**src/rtl/irq_pkg.sv**
```systemverilog
package irq_pkg;
  localparam int OFF_MASKED = 'h00;
  localparam int OFF_ENA    = 'h04;
  localparam int OFF_TST    = 'h08;
  localparam int OFF_STS    = 'h0C;
  localparam int OFF_CLR    = 'h10;

  typedef enum logic [2:0] {
    SEL_MASKED,
    SEL_ENA,
    SEL_TST,
    SEL_STS,
    SEL_CLR,
    SEL_NONE
  } reg_sel_e;
endpackage

```
**src/rtl/irq_addr_dec.sv**
```systemverilog
module irq_addr_dec
  import irq_pkg::*;
#(
  parameter int ADDR_W = 5
) (
  input  logic [ADDR_W-1:0] addr_i,
  output reg_sel_e          sel_o
);
  always_comb begin
    if      (addr_i == ADDR_W'(OFF_MASKED)) sel_o = SEL_MASKED;
    else if (addr_i == ADDR_W'(OFF_ENA))    sel_o = SEL_ENA;
    else if (addr_i == ADDR_W'(OFF_TST))    sel_o = SEL_TST;
    else if (addr_i == ADDR_W'(OFF_STS))    sel_o = SEL_STS;
    else if (addr_i == ADDR_W'(OFF_CLR))    sel_o = SEL_CLR;
    else                                    sel_o = SEL_NONE;
  end
endmodule

```
**src/rtl/irq_status_reg.sv**
```systemverilog
module irq_status_reg #(
  parameter int DATA_W = 16
) (
  input  logic              clk_i,
  input  logic              rst_ni,
  input  logic [DATA_W-1:0] evt_i,
  input  logic [DATA_W-1:0] clr_i,
  output logic [DATA_W-1:0] sts_o
);
  for (genvar k = 0; k < DATA_W; k++) begin : g_bit
    // event wins over a same-cycle clear
    always_ff @(posedge clk_i or negedge rst_ni) begin
      if (!rst_ni) sts_o[k] <= 1'b0;
      else         sts_o[k] <= evt_i[k] | (sts_o[k] & ~clr_i[k]);
    end
  end
endmodule

```
**src/rtl/irq_rw_reg.sv**
```systemverilog
module irq_rw_reg #(
  parameter int DATA_W = 16
) (
  input  logic              clk_i,
  input  logic              rst_ni,
  input  logic              wr_i,
  input  logic [DATA_W-1:0] wdata_i,
  input  logic [DATA_W-1:0] clr_i,
  output logic [DATA_W-1:0] q_o
);
  always_ff @(posedge clk_i or negedge rst_ni) begin
    if (!rst_ni)   q_o <= '0;
    else if (wr_i) q_o <= wdata_i;
    else           q_o <= q_o & ~clr_i;
  end
endmodule

```
**src/rtl/irq_read_mux.sv**
```systemverilog
module irq_read_mux
  import irq_pkg::*;
#(
  parameter int DATA_W = 16
) (
  input  reg_sel_e          sel_i,
  input  logic [DATA_W-1:0] masked_i,
  input  logic [DATA_W-1:0] ena_i,
  input  logic [DATA_W-1:0] tst_i,
  input  logic [DATA_W-1:0] raw_i,
  output logic [DATA_W-1:0] rdata_o
);
  always_comb begin
    unique case (sel_i)
      SEL_MASKED: rdata_o = masked_i;
      SEL_ENA:    rdata_o = ena_i;
      SEL_TST:    rdata_o = tst_i;
      SEL_STS:    rdata_o = raw_i;
      default:    rdata_o = '0;
    endcase
  end
endmodule

```
**src/rtl/irq_regbank.sv**
```systemverilog
module irq_regbank
  import irq_pkg::*;
#(
  parameter int DATA_W = 16,
  parameter int ADDR_W = 5
) (
  input  logic              clk_i,
  input  logic              rst_ni,
  input  logic [DATA_W-1:0] evt_i,
  input  logic              we_i,
  input  logic [ADDR_W-1:0] addr_i,
  input  logic [DATA_W-1:0] wdata_i,
  output logic [DATA_W-1:0] rdata_o,
  output logic              irq_no
);
  reg_sel_e          sel;
  logic [DATA_W-1:0] clr_vec, sts_q, tst_q, ena_q, raw, masked;
  logic              wr_ena, wr_tst;

  irq_addr_dec #(.ADDR_W(ADDR_W)) u_dec (.addr_i(addr_i), .sel_o(sel));

  assign wr_ena  = we_i && (sel == SEL_ENA);
  assign wr_tst  = we_i && (sel == SEL_TST);
  assign clr_vec = (we_i && (sel == SEL_CLR)) ? wdata_i : '0;

  irq_status_reg #(.DATA_W(DATA_W)) u_sts (
    .clk_i(clk_i), .rst_ni(rst_ni), .evt_i(evt_i), .clr_i(clr_vec), .sts_o(sts_q)
  );

  irq_rw_reg #(.DATA_W(DATA_W)) u_tst (
    .clk_i(clk_i), .rst_ni(rst_ni), .wr_i(wr_tst), .wdata_i(wdata_i),
    .clr_i(clr_vec), .q_o(tst_q)
  );

  irq_rw_reg #(.DATA_W(DATA_W)) u_ena (
    .clk_i(clk_i), .rst_ni(rst_ni), .wr_i(wr_ena), .wdata_i(wdata_i),
    .clr_i('0), .q_o(ena_q)
  );

  assign raw    = sts_q | tst_q;
  assign masked = raw & ena_q;
  assign irq_no = ~|masked;

  irq_read_mux #(.DATA_W(DATA_W)) u_rd (
    .sel_i(sel), .masked_i(masked), .ena_i(ena_q), .tst_i(tst_q),
    .raw_i(raw), .rdata_o(rdata_o)
  );
endmodule

```
**config.mk**
```make
export PLATFORM = sky130hd
export DESIGN_NAME = irq_regbank
export DESIGN_NICKNAME = d
export VERILOG_FILES = /design/src/rtl/irq_pkg.sv /design/src/rtl/irq_addr_dec.sv /design/src/rtl/irq_status_reg.sv /design/src/rtl/irq_rw_reg.sv /design/src/rtl/irq_read_mux.sv /design/src/rtl/irq_regbank.sv
export SDC_FILE = /design/constraint.sdc
export NUM_CORES = 1
export LEC_CHECK = 0
export BUFFER_PORTS_ARGS = -buffer_cell sky130_fd_sc_hd__buf_4
export CORE_MARGIN = 1.5
export CORE_UTILIZATION = 54
export DETAILED_ROUTE_END_ITERATION = 8
export GPL_TIMING_DRIVEN = 0
export PLACE_DENSITY = 0.9
export SYNTH_ARGS = -nofsm -noshare
export SYNTH_HDL_FRONTEND = slang
export SYNTH_SLANG_ARGS = --single-unit
```
**constraint.sdc**
```tcl
create_clock -name clk_i -period 1.8 [get_ports clk_i]
set_clock_uncertainty 0.2 [all_clocks]
set_input_delay 0.18 -clock clk_i [delete_from_list [all_inputs] [get_ports clk_i]]
set_output_delay 0.18 -clock clk_i [all_outputs]
set_load 0.05 [all_outputs]
```
==> reports/qor.yml <==
floorplanning:
  rows: 24
  die_w_um: 71.6
  die_h_um: 71.6
  core_area_mm2: 0.00444
  dieArea_mm2: 0.00512
  initial_core_util: 0.571
  ios: 57
cells_and_area:
  n_antenna_cell: 0
  drive_gt1_frac: 0.384
  areaGrowthSynthToFinish_pct: 48.9
  fin_cells: 409
  layout.nets: 396
  finalInstanceArea_mm2: 0.00378
setup_path:
  crit_type: "reg -> out"
  rrSetupSlack_ns: 0.66
  cp_slowest_cell: "dfrtp_1"
  setup.worst_path.end_class: "output pin"
  startpoint: "u_sts.sts_o[13]"
  setup.worst_path.start_class: "flip-flop"
  critPathArrivalTime_ns: 1.79
  cp_max_fo: 4
  max_stage_delay_ns: 0.44
  r2r-start: "u_tst.q_o[3]"
  critPathRequiredTime_ns: 1.42
  crit_chain: "o21ai_0 > nand4_1 > nor4_2 > buf_4"
yosys:
  synth_cell_types: 22
  synth_area_per_cell_um2: 10.0
  synth_area_mm2: 0.00254
  syn-instance-count: 253
  yosys_warnings: 0
  syn_nets: 293
  yosysSeqAreaShare: 0.473
  synth.ff_latch_count: 48
pwr:
  powerDensity_mw_per_mm2: 752
  peakVddDrop_mv: 0.568
  total_power_w: 0.00284
  p_leak_nw: 1.92
drt:
  first_pass_iters: 7
  post_drt_wl_per_cell_um: 21.5
  totalWireLength_um: 8800
  via_per_inst: 6.52
  drc: 3
  drtAntennaViolNets: 0
  vias: 2667
  drtIter0Drc: 377
global_routing:
  grt.total_usage: 0.336
  grt_pass1_vias: 2744
  grt_overflow: 0
  antenna_found_initial: 0
  grt_max_degree: 49
  grt_pass1_wl_um: 13000
timing:
  drv_slew: 0
  fmax_mhz: 461
  slew_headroom: 0.596
  hold_viol: 0
  period_needed_ns: 2.17
  min_period_over_period: 1.21
  setup_viol_count_final: 4
  tightest_slew_ns: 0.606
  rsz0062_at_grt: "yes"
  fin_setup_tns_ns: -0.485
  layout_setup_ws_ns: -0.371
clocking:
  clockBufferDepth: 2
  cts_sinks: 48
  numCtsBuffers: 5
  h-tree-depth: 2
  cts_tree: "built"
  root_buffer: "clkbuf_8"
  clk-insertion-delay-late_ns: 0.32
  clk_pin_slew_ns: 0.09
placed_design:
  gp_congestion: 0.805
  dpl_cell_area_mm2: 0.00303
  numPortBuffers: 54
  dp_hpwl_um: 4530
  placed_cells: 359
run_status:
  violations: "design-rule violations, negative setup slack"
  status: "complete, but fails checks"
flow_run:
  drv_cap: 0
worst_hold_path:
  worstHoldPathType: "in -> async"
-- logic make-up (layout without fill, tap and decap cells) --
| group | count (synthesis) | after routing | synth area share |
|---|---|---|---|
| buffers and inverters | 33 | 137 | 0.0552 |
| muxes | 16 | 16 | 0.0858 |
| DFF | 48 | 48 | 0.473 |
| AOI/OAI and AO/OA | 96 | 96 | 0.268 |
| and+or+nand+nor | 60 | 60 | 0.118 |
-- routing by layer --
metal / track usage / wire length [um] / up-vias
met1: 0.407 / 3200 / 1258
met4: 0.187 / 398 / 0
met3: 0.0717 / 837 / 43
li1: - / - / 1143
met2: 0.561 / 4350 / 223
met5: 0 / 0 / -
-- cell usage in the layout (no fill, tap or decap), types with 2 or more instances in the layout --
cell type,count
buf_4,48
dfrtp_1,48
dlygate4sd3_1,33
o21ai_0,23
o221a_2,16
and3_1,16
o2bb2ai_1,16
inv_1,16
o21bai_1,16
nor2_1,13
nand2_1,12
a21oi_1,11
mux2_4,10
buf_6,10
o21ai_1,7
clkbuf_2,6
mux2_2,6
clkbuf_8,6
buf_8,6
nor2_4,5
a21oi_2,5
clkbuf_1,4
nand4_1,4
clkbuf_4,3
nand2_4,2
nand2_2,2
o21ai_2,2
-- layout make-up --
| type | count | area [um^2] |
|---|---|---|
| Fill cell | 207 | 663 |
| Clock inverter | 2 | 38.8 |
| Timing Repair Buffer | 98 | 921 |
| Tap cell | 52 | 65.1 |
| Buffer | 15 | 92.6 |
| Clock buffer | 6 | 82.6 |
| Multi-Input combinational cell | 172 | 1320 |
| Inverter | 16 | 60.1 |
| Sequential cell | 48 | 1200 |
-- report_power, final --
group | internal [W] | total (W) | switching, W | leakage (nW)
Sequential | 0.00121 | 0.00134 | 0.000130 | 0.555
Combinational | 0.000321 | 0.000652 | 0.000331 | 1.31
Clock | 0.000455 | 0.000848 | 0.000393 | 0.0614
-- path summary, 6_finish.rpt --
check	cells after the start	end
max	4	irq_no
min	2	u_ena.q_o[13]
max reg2reg	4	u_tst.q_o[3]
min reg2reg	1	u_ena.q_o[1]
max in group asynchronous	2	u_sts.sts_o[0]
min in group clk_i	4	u_sts.sts_o[3]
-- registers in the layout, summed over array words and instances, names as in the netlist --
name         flops
u_ena.q_o       16
u_tst.q_o       16
u_sts.sts_o     16
-- worst max-delay path, delay by kind of cell (launching register included) --
kind	cells	cell delay, ns
simple gates	2	0.49
flops	1	0.44
compound gates	1	0.28
buf+inv	1	0.26
-- Yosys cell counts (all sizes together) --
cell type | count | area, um^2
dfrtp | 48 | 1200
o21ai | 32 | 160
nor2 | 18 | 67.6
a21oi | 16 | 80.1
and3 | 16 | 100
inv | 16 | 60.1
mux2 | 16 | 218
nand2 | 16 | 60.1
o21bai | 16 | 120
o221a | 16 | 180
o2bb2ai | 16 | 140
clkbuf | 14 | 52.6
nand4 | 4 | 25.0
buf | 3 | 27.5
nand2b | 1 | 6.26
nor3 | 1 | 5.00
nor4 | 1 | 6.26
nor4bb | 1 | 10.0
or3b | 1 | 8.76
or4b | 1 | 10.0
-- per-stage QoR --
| step | hold WS (ns) | setup WS, ns | utilization |
|---|---|---|---|
| 2_1_floorplan | -0.316 | -0.282 | - |
| 3_3_place_gp | 0.0226 | -0.563 | 0.682 |
| 3_5_place_dp | 0.0323 | -0.575 | 0.682 |
| 4_1_cts | 0.190 | -0.202 | 0.814 |
| 5_1_grt | 0.238 | -0.385 | 0.851 |
| 6_report | 0.209 | -0.371 | 0.851 |
-- timing repair --
action	CTS	global route
cloned	1	0
hold buffers	33	0
gates resized for setup	37	39
hold endpoints to repair	96	0
pin swaps	8	13
endpoints found under the setup margin	47	44
setup buffers	5	6
Power figures use the tool's default switching activity.
